===== config.mk =====
export PLATFORM = sky130hd
export DESIGN_NAME = irq_xlate
export DESIGN_NICKNAME = d
export VERILOG_FILES = /design/src/rtl/irq_xlate_pkg.sv /design/src/rtl/irq_xlate_table.sv /design/src/rtl/irq_xlate_match.sv /design/src/rtl/irq_xlate.sv
export SDC_FILE = /design/constraint.sdc
export NUM_CORES = 1
export LEC_CHECK = 0
export ABC_CLOCK_PERIOD_IN_PS = 5800
export BUFFER_PORTS_ARGS = -buffer_cell sky130_fd_sc_hd__buf_2
export CORE_MARGIN = 2
export CORE_UTILIZATION = 40
export DETAILED_ROUTE_END_ITERATION = 8
export PLACE_DENSITY = 0.59
export SLEW_MARGIN = 40
export SYNTH_ARGS = -nofsm -noshare
export SYNTH_HDL_FRONTEND = slang
export SYNTH_SLANG_ARGS = --single-unit

===== constraint.sdc =====
create_clock -name clk_i -period 5.8 [get_ports clk_i]
set_clock_uncertainty 0.15 [all_clocks]
set_input_delay 1.16 -clock clk_i [delete_from_list [all_inputs] [get_ports clk_i]]
set_output_delay 1.16 -clock clk_i [all_outputs]
set_load 0.1 [all_outputs]

===== src/rtl/irq_xlate_pkg.sv =====
package irq_xlate_pkg;
  localparam int unsigned PIN_W    = 7;
  localparam int unsigned PARENT_W = 10;

  typedef struct packed {
    logic [PIN_W-1:0]    base;
    logic [PARENT_W-1:0] parent;
    logic [PIN_W-1:0]    count;
  } range_t;
endpackage


===== src/rtl/irq_xlate_table.sv =====
module irq_xlate_table
  import irq_xlate_pkg::*;
#(
  parameter int unsigned ENTRIES = 8,
  localparam int unsigned IDX_W = (ENTRIES > 1) ? $clog2(ENTRIES) : 1
) (
  input  logic                clk_i,
  input  logic                rst_ni,
  input  logic                wr_en_i,
  input  logic [IDX_W-1:0]    wr_idx_i,
  input  range_t              wr_entry_i,
  output range_t              tbl_o [ENTRIES]
);
  for (genvar k = 0; k < ENTRIES; k++) begin : g_ent
    always_ff @(posedge clk_i or negedge rst_ni) begin
      if (!rst_ni)
        tbl_o[k] <= '0;
      else if (wr_en_i && (wr_idx_i == IDX_W'(k)))
        tbl_o[k] <= wr_entry_i;
    end
  end

`ifndef SYNTHESIS

  reset_empty_chk: assert property (@(posedge clk_i)
    $rose(rst_ni) |-> (tbl_o[0].count == '0));
`endif
endmodule


===== src/rtl/irq_xlate_match.sv =====
module irq_xlate_match
  import irq_xlate_pkg::*;
#(
  parameter int unsigned ENTRIES   = 8,
  parameter int unsigned PIN_LIMIT = 126
) (
  input  range_t               tbl_i [ENTRIES],
  input  logic [PIN_W-1:0]     pin_i,
  output logic                 hit_o,
  output logic [PARENT_W-1:0]  parent_o
);
  logic [ENTRIES-1:0] match;

  for (genvar k = 0; k < ENTRIES; k++) begin : g_cmp
    logic [PIN_W:0] top;
    assign top      = {1'b0, tbl_i[k].base} + {1'b0, tbl_i[k].count};
    assign match[k] = (tbl_i[k].count != '0) &&
                      (pin_i >= tbl_i[k].base) &&
                      ({1'b0, pin_i} < top);
  end

  // Lowest index wins: scan from the top so lower indices overwrite.
  always_comb begin
    hit_o    = 1'b0;
    parent_o = '0;
    for (int k = ENTRIES - 1; k >= 0; k--) begin
      if (match[k]) begin
        hit_o    = 1'b1;
        parent_o = tbl_i[k].parent + PARENT_W'(pin_i - tbl_i[k].base);
      end
    end
    if (32'(pin_i) >= PIN_LIMIT) begin
      hit_o    = 1'b0;
      parent_o = '0;
    end
  end
endmodule


===== src/rtl/irq_xlate.sv =====
module irq_xlate
  import irq_xlate_pkg::*;
#(
  parameter int unsigned ENTRIES   = 8,
  parameter int unsigned PIN_LIMIT = 126,
  localparam int unsigned IDX_W = (ENTRIES > 1) ? $clog2(ENTRIES) : 1
) (
  input  logic                clk_i,
  input  logic                rst_ni,
  input  logic                wr_en_i,
  input  logic [IDX_W-1:0]    wr_idx_i,
  input  logic [PIN_W-1:0]    wr_base_i,
  input  logic [PARENT_W-1:0] wr_parent_i,
  input  logic [PIN_W-1:0]    wr_count_i,
  input  logic                req_valid_i,
  input  logic [PIN_W-1:0]    req_pin_i,
  output logic                rsp_valid_o,
  output logic                rsp_hit_o,
  output logic                rsp_err_o,
  output logic [PARENT_W-1:0] rsp_parent_o
);
  range_t              tbl [ENTRIES];
  range_t              wr_entry;
  logic                lk_hit;
  logic [PARENT_W-1:0] lk_parent;

  assign wr_entry = '{base: wr_base_i, parent: wr_parent_i, count: wr_count_i};

  irq_xlate_table #(.ENTRIES(ENTRIES)) u_table (
    .clk_i, .rst_ni, .wr_en_i, .wr_idx_i,
    .wr_entry_i(wr_entry), .tbl_o(tbl)
  );

  irq_xlate_match #(.ENTRIES(ENTRIES), .PIN_LIMIT(PIN_LIMIT)) u_match (
    .tbl_i(tbl), .pin_i(req_pin_i), .hit_o(lk_hit), .parent_o(lk_parent)
  );

  always_ff @(posedge clk_i or negedge rst_ni) begin
    if (!rst_ni) begin
      rsp_valid_o  <= 1'b0;
      rsp_hit_o    <= 1'b0;
      rsp_err_o    <= 1'b0;
      rsp_parent_o <= '0;
    end else begin
      rsp_valid_o  <= req_valid_i;
      rsp_hit_o    <= req_valid_i & lk_hit;
      rsp_err_o    <= req_valid_i & ~lk_hit;
      rsp_parent_o <= (req_valid_i & lk_hit) ? lk_parent : '0;
    end
  end

`ifndef SYNTHESIS

  rsp_latency_chk: assert property (@(posedge clk_i) disable iff (!rst_ni)
    req_valid_i |=> rsp_valid_o);

  rsp_excl_chk: assert property (@(posedge clk_i) disable iff (!rst_ni)
    rsp_valid_o |-> $countones({rsp_hit_o, rsp_err_o}) == 1);

  rsp_idle_chk: assert property (@(posedge clk_i) disable iff (!rst_ni)
    !rsp_valid_o |-> !rsp_hit_o && !rsp_err_o);

  err_zero_chk: assert property (@(posedge clk_i) disable iff (!rst_ni)
    rsp_err_o |-> rsp_parent_o == '0);

  pin_limit_chk: assert property (@(posedge clk_i) disable iff (!rst_ni)
    (req_valid_i && 32'(req_pin_i) >= PIN_LIMIT) |=> rsp_err_o);
`endif
endmodule


==> reports/summary.txt, run 1 <==
Clock Power Share -> 0.180
Highest clock rate -> 0.1992 GHz
Row count -> 74
Pwr per Cell Area -> 504.1 nW/um^2
Net Sw Frac -> 0.4436
Die area -> 43,100 sq um
Die height -> 207.6 um
Final wirelength -> 47.14 mm
Clock Sinks -> 205
Final Instance Area -> 18,460 sq um
Initial antenna violation count -> 0
Mapped Cells -> 1,674
Post-Syn Area -> 16,580 sq um
Reg2Reg Depth -> 17
Post-synth ARST share -> 1.000
Type of the worst min-delay path -> register to register
Net Sw Power -> 0.004128 W
Max_cap viols -> 0
RePlAce Congestion -> 0.8904
Fin. max-slew vios -> 0
Placed cell area -> 17,600 sq um
Simple-gate share of the synthesized area -> 0.09568
Main synth FF type -> dfrtp_1
Worst Min Path Start -> u_table.tbl_o[39]
Vias per cell -> 5.558
I/O Pins -> 51
Clk_lat worst skew -> 0.54 ns
Worst slew margin -> 0.4919
Synth Area in Adders -> 0.2048
Unrepaired setup endpoints after global routing -> no
Status -> finished, final reports clean
Cts bufs inserted -> 25
Gr usage total -> 0.2174
Final setup TNS -> 0 ns
Reg2reg start -> u_table.tbl_o[41]
Largest net degree at the start of global routing -> 68
Port bufs -> 50
Compound-cell area share of the yosys netlist -> 0.1641
Setup WS post-layout -> 0.7806 ns
FF+latch count, synth -> 205
Vias -> 12,733
Area grow syn2layout -> 11.33%
DRC viols -> 0
Syn_nets -> 1,969
Worst Hold Depth -> 1
EDFF count, synth -> 0
H-tree depth -> 1
# setup viols final -> 0
Core footprint -> 40,830 sq um
Comb power frac -> 0.603
Die X-Extent -> 207.6 um
Ys Warns -> 0
CP arrival -> 5.27 ns
Main combinational cell family by area after synthesis -> adder cells
Least-Margin Pin Slew -> 0.7594 ns
Layout cell share with drive strength beyond 1 -> 0.1751
WL per Instance -> 20.58 um
Sequential area share after synthesis -> 0.3094
Worst setup SP type -> register
Synth top area cells -> dfrtp_1 31%, ha_1 18%, mux2_2 11%
# diodes -> 0
# Post-CTS Setup Buffers -> 0
Type of the worst setup path -> register to register
CP required -> 6.06 ns
Antenna Nets Post-Route -> 0
Largest fanout of any net on the critical path -> 11
First-iteration detailed-routing DRC count -> 783
Root Buffer -> clkbuf_16
Mux cell area share after synthesis -> 0.1125
Seq pwr share -> 0.218
Final #Nets -> 2,036
Tmin final -> 5.019 ns
Clock Tree Buf Depth -> 3
Initial Utilization -> 0.4061
Reg clk slew, reported paths -> 0.06 ns
Leak pwr -> 8.502 nW
TritonCTS clock tree -> done
Most area-hungry cell type in the Yosys netlist -> dfrtp_1
Drt pass-1 iters -> 5
Filler instances -> 3,897
Worst path max stage delay -> 0.55 ns
CP max-delay cell -> o32ai_1
Global-route wire length before repair -> 73.73 mm
Post-Synth XOR/XNOR Area -> 0.07448
Worst reg-to-reg setup slack -> 0.78 ns
Hold Buf Count CTS -> 0
Post-CTS sizing -> 0
Crit-path cells -> ha_1 > fa_1 > a21o_1 > a21oi_1 > o21bai_1 > a21oi_1 > xor2_1 > ha_1 > and4b_1 > o21ai_0 > o32ai_1 > a211o_1 > nand3_4 > o221ai_1 > a21boi_0 > o21ai_0 > a311oi_1
Final Hold Vio Count -> 0
Cell Int Power -> 0.005177 W
CP bufs+invs -> 0
CP top delay family -> compound AO/OA/AOI/OAI gates
End of the worst hold path -> u_table.tbl_o[39]
Part of the cycle the worst path needs -> 0.8654
Syn_area_per_cell -> 9.905 sq um
HPWL Detailed -> 36.16 mm
R2r endpoint -> rsp_parent_o[6]
Total grt overflow -> 0
Total Power -> 0.009305 W
Synth top area share -> 0.3094
Yosys cell types -> 73
Post-Place Setup Slack -> 0.5862 ns
Vias in the first global route -> 12,567
CP endpoint kind -> register
Worst vdd ir -> 0.2793 mV
-- cell type report --
type                            count  area [sq um]  share of cell area
Clock buffer                       32         691.9             0.03748
Tap cell                          532         665.6             0.03606
Sequential cell                   205          5130              0.2779
Inverter                          135         508.0             0.02752
Timing Repair Buffer               74         460.4             0.02494
Multi-Input combinational cell   1300         10830              0.5868
Clock inverter                     13         171.4            0.009286
-- cell usage after synthesis (5+ instances only) --
library cell,instances
a31oi_1,8
o22ai_1,8
o221ai_1,6
nor3_1,28
nand2b_1,21
a21oi_1,103
and3_1,7
or2_2,6
o2111ai_1,5
ha_1,233
o21a_1,20
clkbuf_1,29
fa_1,24
o21ai_0,96
nand2_1,99
a21o_1,45
a211oi_1,24
mux2_2,163
nor2_1,72
nor2b_1,20
nand4_1,8
xnor2_1,80
nand3_1,19
o41ai_1,10
a21boi_0,7
dfrtp_1,205
nor4_1,10
o211ai_1,12
inv_1,134
xor2_1,61
a211o_1,6
o21bai_1,20
-- flip-flops by register name, indices dropped and copies added (netlist names) --
signal,count
u_table.tbl_o,192
rsp_hit_o,1
rsp_parent_o,10
rsp_err_o,1
rsp_valid_o,1
-- worst max-delay path by stage --
| stage | start | to | slack, ns | cells after the start |
|---|---|---|---|---|
| final | u_table.tbl_o[41] | rsp_parent_o[6] | 0.78 | 17 |
| after global routing | u_table.tbl_o[41] | rsp_parent_o[6] | 0.51 | 17 |
| after CTS | u_table.tbl_o[41] | rsp_parent_o[6] | 0.84 | 17 |
| after detailed placement | req_pin_i[1] | rsp_parent_o[6] | 0.59 | 16 |
| after global placement | req_pin_i[1] | rsp_parent_o[6] | 0.60 | 16 |
| after floorplan | req_pin_i[0] | rsp_parent_o[9] | 1.19 | 17 |
-- per-stage QoR --
step	cells	utilization	hold WS [ns]
floorplan	1674	-	0.3362
global placement	2245	0.4303	0.3463
detailed placement	2246	0.4309	0.3526
CTS	2291	0.4521	0.3663
global route	2291	0.4521	0.3775
finish	2291	0.4521	0.3645
-- cell usage in the layout, fill, tap and decap left out, types with 5 or more instances in the layout --
master and count:
xor2_1 61, a211oi_1 24, clkinv_2 8, o41ai_1 10
buf_2 49, nor3_1 26, mux2_2 163, a21oi_1 103
nand2b_1 21, o21ai_0 96, a21boi_0 7, nor2_1 72
nor4_1 10, a31oi_1 8, ha_1 233, buf_4 23
a211o_1 6, o221ai_1 6, a21o_1 45, fa_1 24
xnor2_1 80, nand3_1 19, clkbuf_16 25, nand2_1 99
o211ai_1 12, nor2b_1 20, o21a_1 20, nand4_1 8
o2111ai_1 5, o22ai_1 8, o21bai_1 20, dfrtp_1 205
and3_1 7, inv_1 134, or2_2 6
-- worst register-to-register path: stages (launching register included) --
cell and delay, ns:
dfrtp_1 0.44, ha_1 0.26, fa_1 0.42, a21o_1 0.18
a21oi_1 0.21, o21bai_1 0.08, a21oi_1 0.20, xor2_1 0.10
ha_1 0.30, and4b_1 0.19, o21ai_0 0.07, o32ai_1 0.55
a211o_1 0.48, nand3_4 0.18, o221ai_1 0.24, a21boi_0 0.32
o21ai_0 0.15, a311oi_1 0.37
-- cells by family after synthesis --
family / after synthesis
compound gates: 415
simple gates: 321
flops: 205
buf+inv: 169
xor+xnor: 141
fa+ha+maj: 257
mux: 166
-- power by group through the flow --
stage               clock (W)  sequential [W]  combinational (W)
floorplan                   0         0.00216            0.00405
global placement            0         0.00203            0.00545
detailed placement          0         0.00204            0.00556
CTS                   0.00171         0.00202            0.00560
global route          0.00177         0.00206            0.00623
finish                0.00167         0.00203            0.00561
-- metal layers --
metal / track usage / share of wire / up-vias
met5: 0 / 0 / -
met3: 0.02179 / 0.042 / 58
met2: 0.3433 / 0.44 / 270
met1: 0.3227 / 0.50 / 6209
li1: - / - / 6196
met4: 0.04335 / 0.018 / 0
Power figures use the tool's default switching activity.
==> run 2: changes to the inputs <==
- CORE_UTILIZATION: 40 -> 30
- PLACE_DENSITY: 0.59 -> 0.48
==> run 2 against run 1 <==
- count of clock-buffer cells in the layout rose by 7
- register-to-register slack improved by 0.13 ns
- utilization fell by 11 points
- final cell count rose by 7.8%
- die area rose by 33%
- via count fell by 2.1%
- critical path depth did not move
- worst hold slack barely moved
- clock power barely moved
- sequential share of layout area fell by 0.36 points
- total power barely moved
- final area rose by 1.3%
- critical path type unchanged
- largest power group unchanged
- highest routed layer unchanged
==> reports/summary.txt, run 2 (synthesized netlist as in run 1, its figures left out) <==
Status -> finished, final reports clean
Die area -> 57,170 sq um (+33%)
Vias -> 12,469 (-2.1%)
First-iteration detailed-routing DRC count -> 685 (-13%)
Antenna Nets Post-Route -> 0 (unchanged)
CP max-delay cell -> a211o_1
Clock Sinks -> 205 (unchanged)
Leak pwr -> 8.509 nW (about the same)
Unrepaired setup endpoints after global routing -> no
Final setup TNS -> 0 ns (unchanged)
Pwr per Cell Area -> 497.9 nW/um^2 (-1.2%)
Layout cell share with drive strength beyond 1 -> 0.1769 (+0.001771)
HPWL Detailed -> 37.32 mm (+3.2%)
Part of the cycle the worst path needs -> 0.8430 (-0.02237)
Register Area -> 5130 sq um (unchanged)
Worst reg-to-reg setup slack -> 0.91 ns (+0.13 ns)
WL per Instance -> 19.35 um (-6.0%)
Type of the worst min-delay path -> register to register
Final wirelength -> 47.77 mm (+1.3%)
Die height -> 239.1 um (+15%)
Largest fanout of any net on the critical path -> 11 (unchanged)
Port bufs -> 50 (unchanged)
Reg2Reg Depth -> 17 (unchanged)
Clock Power Share -> 0.178 (-0.002)
Type of the worst setup path -> register to register
Worst vdd ir -> 0.2534 mV (-9.3%)
Net Sw Power -> 0.004170 W (+1.0%)
Clock Tree Buf Depth -> 3 (unchanged)
Gr usage total -> 0.1699 (-0.04744)
Max_cap viols -> 0 (unchanged)
Net Sw Frac -> 0.4478 (+0.004208)
Cell Int Power -> 0.005141 W (-0.70%)
Worst setup SP type -> register
Final Hold Vio Count -> 0 (unchanged)
Most frequent cells in the layout -> 233 x ha_1, 205 x dfrtp_1, 163 x mux2_2
Worst slew margin -> 0.4494 (-0.04249)
Total grt overflow -> 0 (unchanged)
Initial Utilization -> 0.3021 (-0.1039)
Fin. max-slew vios -> 0 (unchanged)
Critical path origin -> u_table.tbl_o[41]
Final #Nets -> 2,040 (+0.20%)
Global-route wire length before repair -> 74.58 mm (+1.1%)
Crit-path cells -> ha_1 > fa_1 > a21o_1 > a21oi_1 > o21bai_1 > a21oi_1 > xor2_1 > ha_1 > and4b_1 > o21ai_0 > o32ai_1 > a211o_1 > nand3_4 > o221ai_1 > a21boi_0 > o21ai_0 > a311oi_1
Vias in the first global route -> 12,600 (+0.26%)
Leading registers by flop count -> u_table.tbl_o: 192 flops, rsp_parent_o: 10 flops
Area grow syn2layout -> 12.78%
I/O Pins -> 51 (unchanged)
Initial antenna violation count -> 0 (unchanged)
Post-CTS sizing -> 0 (unchanged)
Placed cell count -> 2,421 (+7.8%)
Reg2reg start -> u_table.tbl_o[41]
CP endpoint kind -> register
Vias per cell -> 5.050 (-9.1%)
Least-Margin Pin Slew -> 0.8156 ns (+0.05619 ns)
Drt pass-1 iters -> 4 (-1)
Seq pwr share -> 0.217 (about the same)
Core footprint -> 54,880 sq um (+34%)
Largest reg by FF count -> u_table.tbl_o
Total Power -> 0.009311 W (about the same)
CP arrival -> 5.18 ns (-0.09 ns)
Reg clk slew, reported paths -> 0.06 ns (about the same)
Hold Buf Count CTS -> 0 (unchanged)
Die X-Extent -> 239.1 um (+15%)
Tmin final -> 4.890 ns (-0.1297 ns)
Crit path to -> rsp_parent_o[6]
Comb power frac -> 0.605 (+0.002)
R2r endpoint -> rsp_parent_o[6]
# Post-CTS Setup Buffers -> 0 (unchanged)
Cts bufs inserted -> 26 (+4.0%)
Highest clock rate -> 0.2045 GHz (+2.7%)
Worst path max stage delay -> 0.47 ns (-0.08 ns)
Max FFs per register -> 192 (unchanged)
Filler instances -> 5,605 (+44%)
Largest net degree at the start of global routing -> 70 (+2.9%)
CP required -> 6.09 ns (+0.03 ns)
Row count -> 86 (+16%)
TritonCTS clock tree -> done
Most common cell after layout, fill and taps aside -> ha_1
RePlAce Congestion -> 0.8536 (-4.1%)
Post-Layout Cell Count -> 2,469 (+7.8%)
Root Buffer -> clkbuf_16
Clk_lat worst skew -> 0.57 ns (+0.03 ns)
H-tree depth -> 1 (unchanged)
# setup viols final -> 0 (unchanged)
Area occupied by multi-input gates -> 10,830 sq um (about the same)
DRC viols -> 0 (unchanged)
==> run 2: cell count changes in the layout (fill, tap and decap cells not counted), sizes merged <==
cell,delta
clkbuf,+7
bufinv,-3
clkinvlp,+1
clkinv,-3
diode,+1
buf,+3
==> run 2: worst max-delay path, delay by kind of cell (launching register included) <==
family                   cells  cell delay [ns]
XOR/XNOR                     1             0.10
AND/OR/NAND/NOR              2             0.40
flip-flops                   1             0.42
adder cells (fa/ha/maj)      3             0.96
AO/OA/AOI/OAI               11             2.74
==> run 2: per-stage QoR <==
step / area (sq um) / hold WS (ns) / worst slack (ns) / utilization
6_report: 18700 / 0.3648 / 0.9104 / 0.3407
4_1_cts: 18690 / 0.3501 / 0.8744 / 0.3407
3_5_place_dp: 17830 / 0.3540 / 0.4980 / 0.3250
3_3_place_gp: 17810 / 0.3446 / 0.5469 / 0.3245
2_1_floorplan: 16580 / 0.3362 / 1.194 / -
5_1_grt: 18700 / 0.3744 / 0.6568 / 0.3407
==> run 2: how the worst min path moves through the flow <==
stage / start / endpoint / depth (start not counted)
after floorplan: u_table.tbl_o[103] / u_table.tbl_o[103] / 1
after CTS: rst_ni / u_table.tbl_o[25] / 1
final: u_table.tbl_o[181] / u_table.tbl_o[181] / 1
after detailed placement: u_table.tbl_o[58] / u_table.tbl_o[58] / 1
after global placement: u_table.tbl_o[7] / u_table.tbl_o[7] / 1
after global routing: u_table.tbl_o[178] / u_table.tbl_o[178] / 1
==> run 2: metal layers <==
| metal | vias up | part of all wire | GRT usage |
|---|---|---|---|
| li1 | 6196 | - | - |
| met1 | 6031 | 0.48 | 0.2355 |
| met2 | 192 | 0.46 | 0.2833 |
| met3 | 50 | 0.035 | 0.01824 |
| met4 | 0 | 0.020 | 0.03996 |
| met5 | - | 0 | 0 |
==> run 2: area by class of cell <==
class / instances / area share
multi-input cells: 1300 / 0.5794
flip-flops and latches: 205 / 0.2743
well taps: 704 / 0.04711
clock buffers: 39 / 0.04229
inverters: 135 / 0.02717
repair buffers: 77 / 0.02583
clock inverters: 8 / 0.003747
diodes: 1 / 0.0001338
==> run 2: power groups by stage <==
stage          combinational (W)  clock, W  sequential [W]
3_3_place_gp             0.00554         0         0.00204
3_5_place_dp             0.00563         0         0.00204
4_1_cts                  0.00566   0.00171         0.00202
2_1_floorplan            0.00405         0         0.00216
5_1_grt                  0.00628   0.00175         0.00207
6_report                 0.00564   0.00165         0.00202
